===== config.mk =====
export PLATFORM = sky130hd
export DESIGN_NAME = bcd_calendar
export DESIGN_NICKNAME = d
export VERILOG_FILES = /design/src/rtl/bcd_cal_pkg.sv /design/src/rtl/bcd_field_step.sv /design/src/rtl/bcd_month_len.sv /design/src/rtl/bcd_calendar.sv
export SDC_FILE = /design/constraint.sdc
export NUM_CORES = 1
export LEC_CHECK = 0
export ABC_AREA = 1
export BUFFER_PORTS_ARGS = -buffer_cell sky130_fd_sc_hd__buf_2
export CAP_MARGIN = 10
export CORE_MARGIN = 1.5
export CORE_UTILIZATION = 30
export DETAILED_ROUTE_END_ITERATION = 8
export GPL_ROUTABILITY_DRIVEN = 0
export HOLD_SLACK_MARGIN = 0.1
export PLACE_DENSITY = 0.46
export SLEW_MARGIN = 15
export SYNTH_ARGS = -nofsm -noshare
export SYNTH_HDL_FRONTEND = slang
export SYNTH_SLANG_ARGS = --single-unit

===== constraint.sdc =====
create_clock -name clk -period 2.2 [get_ports clk]
set_input_delay 0.33 -clock clk [delete_from_list [all_inputs] [get_ports clk]]
set_output_delay 0.33 -clock clk [all_outputs]
set_load 0.02 [all_outputs]

===== src/rtl/bcd_cal_pkg.sv =====
package bcd_cal_pkg;
  localparam int FIELD_W    = 8;
  localparam int NUM_FIELDS = 8;
  localparam int SEL_W      = $clog2(NUM_FIELDS);

  typedef logic [FIELD_W-1:0] bcd_t;

  localparam int F_SEC  = 0;
  localparam int F_MIN  = 1;
  localparam int F_HOUR = 2;
  localparam int F_DOW  = 3;
  localparam int F_DOM  = 4;
  localparam int F_MON  = 5;
  localparam int F_YEAR = 6;
  localparam int F_CENT = 7;

  // One BCD count up; caller handles wrap.
  function automatic bcd_t bcd_inc(bcd_t v);
    if (v[3:0] == 4'd9) return {v[7:4] + 4'd1, 4'd0};
    return {v[7:4], v[3:0] + 4'd1};
  endfunction

  function automatic bcd_t field_floor(int idx);
    if (idx == F_DOW || idx == F_DOM || idx == F_MON) return 8'h01;
    return 8'h00;
  endfunction

  function automatic bcd_t field_ceiling(int idx);
    case (idx)
      F_SEC, F_MIN: return 8'h59;
      F_HOUR:       return 8'h23;
      F_DOW:        return 8'h07;
      F_DOM:        return 8'h31;
      F_MON:        return 8'h12;
      default:      return 8'h99;
    endcase
  endfunction

  // Divisible by 4 in BCD: even tens -> units 0/4/8, odd tens -> units 2/6.
  function automatic logic bcd_div4(bcd_t v);
    return v[1:0] == {v[4], 1'b0};
  endfunction

  function automatic logic leap_year(bcd_t yr, bcd_t cen);
    if (yr == 8'h00) return bcd_div4(cen);
    return bcd_div4(yr);
  endfunction

  function automatic bcd_t month_last_day(bcd_t mon, logic leap);
    case (mon)
      8'h02:                      return leap ? 8'h29 : 8'h28;
      8'h04, 8'h06, 8'h09, 8'h11: return 8'h30;
      default:                    return 8'h31;
    endcase
  endfunction

  // Which field feeds the carry into field idx.
  function automatic int carry_source(int idx);
    if (idx == F_DOW || idx == F_DOM) return F_HOUR;
    if (idx == F_MON) return F_DOM;
    return idx - 1;
  endfunction
endpackage


===== src/rtl/bcd_field_step.sv =====
module bcd_field_step
  import bcd_cal_pkg::*;
#(
  parameter bcd_t FLOOR = 8'h00
) (
  input  logic [FIELD_W-1:0] cur,
  input  logic [FIELD_W-1:0] ceiling,
  input  logic               step_in,
  output logic [FIELD_W-1:0] nxt,
  output logic               carry_out
);
  logic at_top;

  assign at_top    = (cur == ceiling);
  assign carry_out = step_in & at_top;

  always_comb begin
    if (!step_in)    nxt = cur;
    else if (at_top) nxt = FLOOR;
    else             nxt = bcd_inc(cur);
  end
endmodule


===== src/rtl/bcd_month_len.sv =====
module bcd_month_len
  import bcd_cal_pkg::*;
(
  input  logic [FIELD_W-1:0] month,
  input  logic [FIELD_W-1:0] year,
  input  logic [FIELD_W-1:0] century,
  output logic [FIELD_W-1:0] last_day
);
  logic leap;

  assign leap     = leap_year(year, century);
  assign last_day = month_last_day(month, leap);
endmodule


===== src/rtl/bcd_calendar.sv =====
module bcd_calendar
  import bcd_cal_pkg::*;
#(
  parameter logic [FIELD_W-1:0] CENTURY_INIT = 8'h20
) (
  input  logic               clk,
  input  logic               rst_n,
  input  logic               sec_tick,
  input  logic               wr_en,
  input  logic [SEL_W-1:0]   wr_sel,
  input  logic [FIELD_W-1:0] wr_data,
  output logic [FIELD_W-1:0] out_sec,
  output logic [FIELD_W-1:0] out_min,
  output logic [FIELD_W-1:0] out_hour,
  output logic [FIELD_W-1:0] out_dow,
  output logic [FIELD_W-1:0] out_dom,
  output logic [FIELD_W-1:0] out_mon,
  output logic [FIELD_W-1:0] out_year,
  output logic [FIELD_W-1:0] out_cent,
  output logic               time_valid
);
  logic [NUM_FIELDS-1:0][FIELD_W-1:0] fld_q;
  logic [NUM_FIELDS-1:0][FIELD_W-1:0] fld_d;
  logic [NUM_FIELDS-1:0]              step_in;
  logic [NUM_FIELDS-1:0]              carry_out;
  logic [FIELD_W-1:0]                 dom_last;
  logic                               update_busy;

  // Named events for the checker.
  logic advance, day_roll, week_roll, year_roll, cent_roll;
  assign advance   = update_busy;
  assign day_roll  = carry_out[F_HOUR];
  assign week_roll = carry_out[F_DOW];
  assign year_roll = carry_out[F_YEAR];
  assign cent_roll = carry_out[F_CENT];

  bcd_month_len u_mlen (
    .month   (fld_q[F_MON]),
    .year    (fld_q[F_YEAR]),
    .century (fld_q[F_CENT]),
    .last_day(dom_last)
  );

  for (genvar i = 0; i < NUM_FIELDS; i++) begin : g_field
    logic [FIELD_W-1:0] ceil_i;
    if (i == 0) begin : g_head
      assign step_in[i] = advance;
    end else begin : g_chain
      assign step_in[i] = carry_out[carry_source(i)];
    end
    if (i == F_DOM) begin : g_dyn
      assign ceil_i = dom_last;
    end else begin : g_fix
      assign ceil_i = field_ceiling(i);
    end
    bcd_field_step #(.FLOOR(field_floor(i))) u_step (
      .cur      (fld_q[i]),
      .ceiling  (ceil_i),
      .step_in  (step_in[i]),
      .nxt      (fld_d[i]),
      .carry_out(carry_out[i])
    );
  end

  always_ff @(posedge clk or negedge rst_n) begin
    if (!rst_n) begin
      update_busy <= 1'b0;
      for (int i = 0; i < NUM_FIELDS; i++)
        fld_q[i] <= (i == F_CENT) ? CENTURY_INIT : field_floor(i);
    end else begin
      update_busy <= sec_tick;
      for (int i = 0; i < NUM_FIELDS; i++)
        fld_q[i] <= (wr_en && wr_sel == SEL_W'(i)) ? wr_data : fld_d[i];
    end
  end

  assign out_sec    = fld_q[F_SEC];
  assign out_min    = fld_q[F_MIN];
  assign out_hour   = fld_q[F_HOUR];
  assign out_dow    = fld_q[F_DOW];
  assign out_dom    = fld_q[F_DOM];
  assign out_mon    = fld_q[F_MON];
  assign out_year   = fld_q[F_YEAR];
  assign out_cent   = fld_q[F_CENT];
  assign time_valid = ~update_busy;
endmodule


==> results of run 1 <==
[synth_stat cells (9+ instances only)]
cell and instances:
o221ai_1 9, o21ai_0 40, nand3_1 38, nand2_1 128, xor2_1 18, a21oi_1 11, nor2_1 57, o22ai_1 25
inv_1 68, ha_1 29, dfrtp_1 61
[logic make-up after synthesis]
group / synth area share, %
xor+xnor: 5.14
flops: 36.8
compound gates: 15.5
simple gates: 27.3
buf+inv: 6.78
mux: 0.254
fa+ha+maj: 8.19
[tightest hold or removal path: cells and delay by family]
family	cells	cell delay (ps)
buffers and inverters	1	100
AO/OA/AOI/OAI	1	80
AND/OR/NAND/NOR	1	50
[routing by layer]
layer | wire, um | track usage (%)
met1 | 6150 | 22.8
met3 | 535 | 3.05
met2 | 6240 | 27.5
met4 | 373 | 8.52
met5 | 0 | 0
[layout make-up]
| cell class | instances | area, um^2 | area share [%] |
|---|---|---|---|
| inverter | 75 | 282 | 4.98 |
| multi-input combinational | 426 | 2550 | 45.1 |
| tap | 184 | 230 | 4.07 |
| timing repair buffer | 112 | 668 | 11.8 |
| sequential | 65 | 1630 | 28.8 |
| clock buffer | 14 | 284 | 5.02 |
| clock inverter | 2 | 10.0 | 0.177 |
[state kept, by name (all words and copies together), names as in the netlist]
name and count:
out_min 8, out_dom 8, advance 1, out_sec 8
out_year 8, out_hour 8, out_dow 8, out_mon 8
out_cent 8
[timing repair]
item                                   in CTS  in global routing
hold buffers                                2                  0
resized for setup                           0                 17
buffers inserted                            0                 13
endpoints found under the hold margin      62                  0
setup endpoints to repair                   0                 28
[how the worst max path moves through the flow]
stage	end	start	cells past startpoint
finish	out_year[6]	out_sec[1]	15
global route	out_dom[3]	out_sec[1]	15
CTS	out_year[6]	out_sec[5]	13
detailed placement	out_year[6]	out_min[1]	13
global placement	out_year[7]	out_min[1]	13
floorplan	out_year[7]	out_mon[4]	16
[power by group]
| group | internal [mW] | switching (mW) |
|---|---|---|
| registers | 1.52 | 0.421 |
| clock network | 0.882 | 0.538 |
| logic | 0.818 | 1.33 |
| total | 3.22 | 2.28 |
==> metrics.cfg, run 1 <==
[outcome]
outcome=completed

[timing]
grt_setup_unrepaired=true
fin_ws_ps=68.1
clock.fmax_mhz=469
max_slew.worst_pin.slew_ps=614
period_needed_ps=2130
max_slew_margin_pct=58.7
hold_violations=0
setup_viol=0
slew_viol_final=0
period_share_pct=96.9
fin_skew_ps=2.96
whs_ps=261
tns_ps=0

[final_layout]
final_cell_area_mm2=0.00566
final_common_cell=nand2_1
nNetsFinal=733
diodes=0
fin_cells=878
drive_gt1_share_pct=25.4
utilization_pct=39.1
layout.cells.most_common_list=124 x nand2_1, 79 x buf_2, 68 x inv_1
fill_cells=1486
area_growth_pct=27.7

[logic_synthesis]
netlist_area_mm2=0.00443
ys_top_cells_by_area=dfrtp_1 34%, nand2_1 11%, ha_1 8.2%
synthesis.area_per_instance_um2=7.79
synthArstFlopShare_pct=100
synth_edf_count=0
synth-main-ff-cell=dfrtp_1
synth_nets=613
ys_warn_count=0
postSynthRegisterBits=65
yosysUniqueCellTypes=40
synth_top_area_share_pct=34.5
seq_area_frac_synth_pct=36.8
synthCells=569
synth_largest_area_cell=dfrtp_1

[routing]
firstDrtPassIters=6
final_antenna_net_count=0
drc_errors=0
vias=4323
initialDrtViolationCount=262
wl_um=13300
viasPerCell=4.92
wl_per_cell_um=15.2

[hold_path]
min_delay_path_depth=3
hold_path_end=out_min[3]
hp-start=wr_data[3]
hp-class=input pin to register

[power]
p_leak_nw=2.84
ir_drop_mv=0.422
powerDensity_mw_per_mm2=973
finalPower_mw=5.50

[cts]
cts.root.buffer_cell=clkbuf_16
cts_buffers=9
cts.htree.levels=3
cts_tree=yes
clk_path_buf_depth=2
clk_pin_slew_ps=50
clkSinkCount=65
clkLatencyLatePin_ps=340

[setup_path]
path_max_fanout=8
cp_common_cell=nand2_4
crit_chain=inv_1 > ha_1 > nand2_2 > nor2_4 > inv_2 > nor2_4 > nand2_4 > nor3_4 > nand2_4 > nor2_4 > nand2_2 > nand2_4 > nand2_4 > nand2_1 > o21ai_2
critPathMaxStageDelay_ps=380
r2r_slack_ps=70
reg2reg_from=out_sec[1]
crit_required_ps=2430
endpoint_kind=register
critPathLaunchType=register
cp_top_family=simple AND/OR/NAND/NOR gates
arrival_ps=2360
path_buf_inv=2
cpMaxStageDelayCell=dfrtp_1
critPathKind=register to register
rr_worst_depth=15
rr_endpoint=out_year[6]

[floorplanning]
dieArea_mm2=0.0155
start_util_pct=30.6
core_area_mm2=0.0145
num_io_pins=80
die-width_um=125
dieHeight_um=125
std_cell_rows=44

[grt]
grt_pass1_vias=4171
antenna_found_initial=0
grt_pass1_wl_um=21300
grt_max_degree=66
track_usage_pct=17.3
grt-ovfl-total=0

[place]
dp.cells=847
dp_hpwl_um=9650
dpl_worst_slack_ps=81.6
io_buffers=79
placed_area_mm2=0.00518

[job]
maxCapViolCount=0

Power figures use the tool's default switching activity.
==> run 2, diff against run 1 <==
- CORE_MARGIN: 1.5 -> unset
- SKIP_LAST_GASP: unset -> 1
- TNS_END_PERCENT: unset -> 1
==> metrics.cfg, run 2 (synthesized netlist as in run 1, its figures left out) <==
[final_layout]
drive_gt1_share_pct=24.4  ; was 25.4%
layout.cells.most_common_list=125 x nand2_1, 79 x buf_2, 67 x inv_1  ; was 124 x nand2_1, 79 x buf_2, 68 x inv_1
nNetsFinal=723  ; was 733
fin_cells=868  ; was 878
diodes=0  ; unchanged
final_cell_area_mm2=0.00557  ; was 0.00566 mm^2
area_growth_pct=25.8  ; was 27.7%
final_common_cell=nand2_1  ; unchanged
fill_cells=1545  ; was 1486

[setup_path]
path_max_fanout=5  ; was 8
arrival_ps=2340  ; was 2360 ps
critPathMaxStageDelay_ps=370  ; was 380 ps
cp_common_cell=inv_2  ; was nand2_4
cpMaxStageDelayCell=dfrtp_1  ; unchanged
crit_required_ps=2410  ; was 2430 ps
endpoint_kind=register  ; unchanged
crit_chain=inv_1 > ha_1 > nand2_1 > nor2_2 > inv_2 > nor2_2 > nand2_2 > nor3_4 > nand2_4 > nand2_2 > inv_2 > nor2_4 > inv_2 > o2bb2ai_1  ; was inv_1 > ha_1 > nand2_2 > nor2_4 > inv_2 > nor2_4 > nand2_4 > nor3_4 > nand2_4 > nor2_4 > nand2_2 > nand2_4 > nand2_4 > nand2_1 > o21ai_2
critPathLaunchType=register  ; unchanged
critPathKind=register to register  ; unchanged

[cts]
cts.htree.levels=3  ; unchanged
clk_path_buf_depth=2  ; unchanged
cts_tree=yes  ; unchanged
cts.root.buffer_cell=clkbuf_16  ; unchanged
clkSinkCount=65  ; unchanged
clk_pin_slew_ps=60  ; was 50 ps
cts_buffers=9  ; unchanged
clkLatencyLatePin_ps=340  ; about the same

[grt]
antenna_found_initial=0  ; unchanged
grt_max_degree=66  ; unchanged
grt_pass1_wl_um=20800  ; was 21300 um
grt-ovfl-total=0  ; unchanged
grt_pass1_vias=3999  ; was 4171
track_usage_pct=18.3  ; was 17.3%

[routing]
wl_per_cell_um=15.1  ; was 15.2 um
wl_um=13100  ; was 13300 um
drc_errors=0  ; unchanged
final_antenna_net_count=0  ; unchanged
initialDrtViolationCount=217  ; was 262
firstDrtPassIters=4  ; was 6
viasPerCell=4.89  ; was 4.92
vias=4247  ; was 4323

[floorplanning]
core_area_mm2=0.0145  ; unchanged
die-width_um=124  ; was 125 um
num_io_pins=80  ; unchanged
std_cell_rows=44  ; unchanged
dieHeight_um=124  ; was 125 um
start_util_pct=30.6  ; unchanged
dieArea_mm2=0.0153  ; was 0.0155 mm^2

[job]
maxCapViolCount=0  ; unchanged

[place]
dp.cells=843  ; was 847
dp_hpwl_um=9690  ; was 9650 um
placed_area_mm2=0.00515  ; was 0.00518 mm^2
io_buffers=79  ; unchanged

[timing]
fin_skew_ps=7.01  ; was 2.96 ps
grt_setup_unrepaired=true  ; unchanged
slew_viol_final=0  ; unchanged
period_needed_ps=2130  ; about the same
clock.fmax_mhz=469  ; about the same
hold_violations=0  ; unchanged
max_slew_margin_pct=58.4  ; was 58.7%
setup_viol=0  ; unchanged
period_share_pct=96.9  ; about the same
max_slew.worst_pin.slew_ps=619  ; was 614 ps

[power]
p_leak_nw=2.76  ; was 2.84 nW
powerDensity_mw_per_mm2=971  ; was 973 mW/mm^2
ir_drop_mv=0.357  ; was 0.422 mV
finalPower_mw=5.41  ; was 5.50 mW

[outcome]
outcome=completed  ; unchanged

[hold_path]
hp-class=input pin to register  ; unchanged

[run 2: changes by cell type in the layout (fill, tap and decap cells not counted), moves of 2 or more]
cell | previous run | this run
buf_4 | 28 | 18
nand2_4 | 7 | 5
nor2_2 | 5 | 8
nor2_4 | 6 | 4
[run 2: power by group]
part | internal, mW | switching, mW | total, mW
clock network | 0.849 | 0.528 | 1.38
logic | 0.775 | 1.28 | 2.05
registers | 1.52 | 0.460 | 1.98
total | 3.14 | 2.27 | 5.41
[run 2: cell type report]
type                    instances  area, um^2  area share (%)
well taps                     184         230            4.13
clock buffers                  13         270            4.85
inverters                      75         282            5.05
flip-flops and latches         65        1630            29.3
clock inverters                 3        15.0           0.269
multi-input cells             426        2540            45.6
repair buffers                102         602            10.8
[run 2: repair_timing]
item	CTS	global route
endpoints found under the hold margin	62	0
gates resized for setup	0	16
setup buffers	0	7
hold buffers	2	0
endpoints found under the setup margin	0	29
[run 2: worst max-delay path: cells and delay by family (launching register included)]
| kind | cells | cell delay, ps |
|---|---|---|
| buffers and inverters | 4 | 270 |
| AND/OR/NAND/NOR | 8 | 1080 |
| adder cells (fa/ha/maj) | 1 | 130 |
| AO/OA/AOI/OAI | 1 | 130 |
| flip-flops | 1 | 370 |
[run 2: final timing paths]
kind / to / cells after the start / slack, ps / from
setup / recovery: out_dow[2] / 14 / 70 / out_sec[1]
hold / removal: out_min[3] / 3 / 270 / wr_data[3]
setup reg to reg: out_dow[2] / 14 / 70 / out_sec[1]
hold reg to reg: out_cent[5] / 2 / 490 / out_cent[5]
max in group asynchronous: out_cent[5] / 3 / 1320 / rst_n
min in group asynchronous: out_year[7] / 3 / 550 / rst_n
[run 2: layer usage]
| layer | wire [um] | GRT usage [%] |
|---|---|---|
| met3 | 631 | 3.55 |
| met2 | 6160 | 28.8 |
| met1 | 6000 | 23.9 |
| met5 | 0 | 0 |
| met4 | 348 | 8.58 |
[run 2: per-stage QoR]
stage | hold WS [ps] | TNS, ps | setup slack (ps) | utilization, %
after global placement | 391 | 0 | 74.0 | 35.6
after CTS | 265 | 0 | 47.1 | 37.7
after global routing | 306 | -1890 | -90.8 | 38.5
after detailed placement | 388 | 0 | 74.8 | 35.6
final | 269 | 0 | 67.7 | 38.5
after floorplan | 34.4 | 0 | 127 | -
==> run 3, diff against run 2 <==
--- a/config.mk
+++ b/config.mk
@@ -14,3 +14,3 @@
 export HOLD_SLACK_MARGIN = 0.1
-export PLACE_DENSITY = 0.46
+export PLACE_DENSITY = 0.44
 export SKIP_LAST_GASP = 1
@@ -19,2 +19,3 @@
 export SYNTH_HDL_FRONTEND = slang
+export SYNTH_HIERARCHICAL = 1
 export SYNTH_SLANG_ARGS = --single-unit
==> constraint.sdc (replaced) <==
create_clock -name clk -period 2.2 [get_ports clk]
set_input_delay 0.11 -clock clk [delete_from_list [all_inputs] [get_ports clk]]
set_output_delay 0.11 -clock clk [all_outputs]
set_load 0.02 [all_outputs]
==> metrics.cfg, run 3 <==
[routing]
wl_um=20900  ; was 13100 um
initialDrtViolationCount=317  ; was 217
wl_per_cell_um=10.7  ; was 15.1 um
firstDrtPassIters=4  ; unchanged
final_antenna_net_count=0  ; unchanged
drc_errors=0  ; unchanged
viasPerCell=3.92  ; was 4.89
vias=7681  ; was 4247

[outcome]
violations=setup timing
outcome=complete, but fails checks  ; was completed

[setup_path]
path_max_fanout=5  ; unchanged
critPathMaxStageDelay_ps=370  ; about the same
arrival_ps=2790  ; was 2340 ps
critPathLaunchType=register  ; unchanged
cpMaxStageDelayCell=dfrtp_1  ; unchanged
critPathKind=register to register  ; unchanged
cp_top_family=simple AND/OR/NAND/NOR gates  ; unchanged
endpoint_kind=register  ; unchanged
path_buf_inv=9  ; was 4
crit_required_ps=2420  ; was 2410 ps

[timing]
grt_setup_unrepaired=true  ; unchanged
fin_skew_ps=6.20  ; was 7.01 ps
max_slew.worst_pin.slew_ps=701  ; was 619 ps
slew_viol_final=0  ; unchanged
max_slew_margin_pct=53.1  ; was 58.4%
period_share_pct=117  ; was 96.9%
setup_viol=31  ; was 0
period_needed_ps=2560  ; was 2130 ps
clock.fmax_mhz=390  ; was 469 MHz
fin_ws_ps=-363  ; was 67.7 ps
hold_violations=0  ; unchanged
whs_ps=144  ; was 269 ps

[cts]
cts.htree.levels=3  ; unchanged
clk_pin_slew_ps=50  ; was 60 ps
cts_tree=yes  ; unchanged
cts_buffers=9  ; unchanged
clk_path_buf_depth=2  ; unchanged
clkLatencyLatePin_ps=340  ; about the same
clkSinkCount=65  ; unchanged
cts.root.buffer_cell=clkbuf_16  ; unchanged

[grt]
grt_pass1_wl_um=34500  ; was 20800 um
track_usage_pct=17.9  ; was 18.3%
grt_max_degree=66  ; unchanged
grt_pass1_vias=7036  ; was 3999
grt-ovfl-total=0  ; unchanged
antenna_found_initial=3  ; was 0

[floorplanning]
dieHeight_um=157  ; was 124 um
num_io_pins=80  ; unchanged
dieArea_mm2=0.0247  ; was 0.0153 mm^2
die-width_um=157  ; was 124 um
std_cell_rows=56  ; was 44
core_area_mm2=0.0235  ; was 0.0145 mm^2
start_util_pct=30.6  ; about the same

[place]
dp_hpwl_um=16400  ; was 9690 um
dpl_worst_slack_ps=-374  ; was 74.8 ps
dp.cells=1929  ; was 843
io_buffers=79  ; unchanged

[final_layout]
fill_cells=2755  ; was 1545
final_common_cell=nand2_1  ; unchanged
area_growth_pct=32.4  ; was 25.8%
drive_gt1_share_pct=18.9  ; was 24.4%
utilization_pct=40.6  ; was 38.5%
fin_cells=1957  ; was 868
multi_input_area_mm2=0.00499  ; was 0.00254 mm^2
nNetsFinal=1672  ; was 723
layout.cells.most_common_list=670 x nand2_1, 217 x inv_1, 138 x conb_1  ; was 125 x nand2_1, 79 x buf_2, 67 x inv_1
seq_area_mm2=0.00164  ; was 0.00163 mm^2

[logic_synthesis]
netlist_area_mm2=0.00722  ; was 0.00443 mm^2
ys_warn_count=6  ; was 0
synthesis.area_per_instance_um2=5.47  ; was 7.79 um^2
synthCells=1318  ; was 569

[job]
maxCapViolCount=0  ; unchanged

[power]
p_leak_nw=5.95  ; was 2.76 nW
powerDensity_mw_per_mm2=717  ; was 971 mW/mm^2
ir_drop_mv=0.386  ; was 0.357 mV
finalPower_mw=6.85  ; was 5.41 mW

[hold_path]
hp-class=input pin to register  ; unchanged

-- run 3: timing repair --
item	4_1_cts	5_1_grt
buffers inserted	3	6
gates resized for setup	8	21
setup endpoints to repair	34	41
hold buffers	3	0
hold endpoints to repair	63	0
pin swaps	8	20
-- run 3: stage by stage --
stage                     instance area (um^2)  TNS (ps)
after floorplan                           7780     -6230
after global placement                    9080     -6080
after detailed placement                  9080     -6600
after CTS                                 9460     -6240
after global routing                      9550    -13320
final                                     9560     -5040
-- run 3: final timing paths --
check | startpoint | slack, ps | to | depth (start not counted)
setup / recovery | out_mon[7] | -360 | out_cent[6] | 28
hold / removal | wr_data[0] | 140 | out_dow[0] | 3
setup reg to reg | out_mon[7] | -360 | out_cent[6] | 28
hold reg to reg | out_dom[1] | 720 | out_dom[1] | 5
max in group asynchronous | rst_n | 1520 | out_cent[5] | 3
min in group asynchronous | rst_n | 310 | out_dom[2] | 3
-- run 3: metal layers --
metal	wire, um	share of wire [%]	global-route usage [%]
met5	30	0.14	0
met1	10600	51	24.1
met4	158	0.76	3.10
met2	9450	45	29.7
met3	675	3.2	3.33
-- run 3: report_power, final --
part | internal (mW) | leakage (nW) | total (mW) | switching, mW
Clock | 0.930 | 0.148 | 1.48 | 0.552
Combinational | 1.43 | 5.01 | 3.65 | 2.22
Sequential | 1.49 | 0.788 | 1.73 | 0.237
-- run 3: area by class of cell --
| cell class | count | share of cell area, % |
|---|---|---|
| Timing Repair Buffer | 187 | 12.9 |
| Multi-Input combinational cell | 1113 | 52.2 |
| Sequential cell | 65 | 17.2 |
| Clock buffer | 12 | 2.68 |
| Antenna cell | 1 | 0.0262 |
| Inverter | 257 | 10.4 |
| Clock inverter | 3 | 0.419 |
| Tap cell | 319 | 4.18 |
-- run 3: worst register-to-register path: cells and delay by family (launching register included) --
kind,cells,cell delay [ps]
flip-flops,1,370
buffers and inverters,9,510
AND/OR/NAND/NOR,19,1580
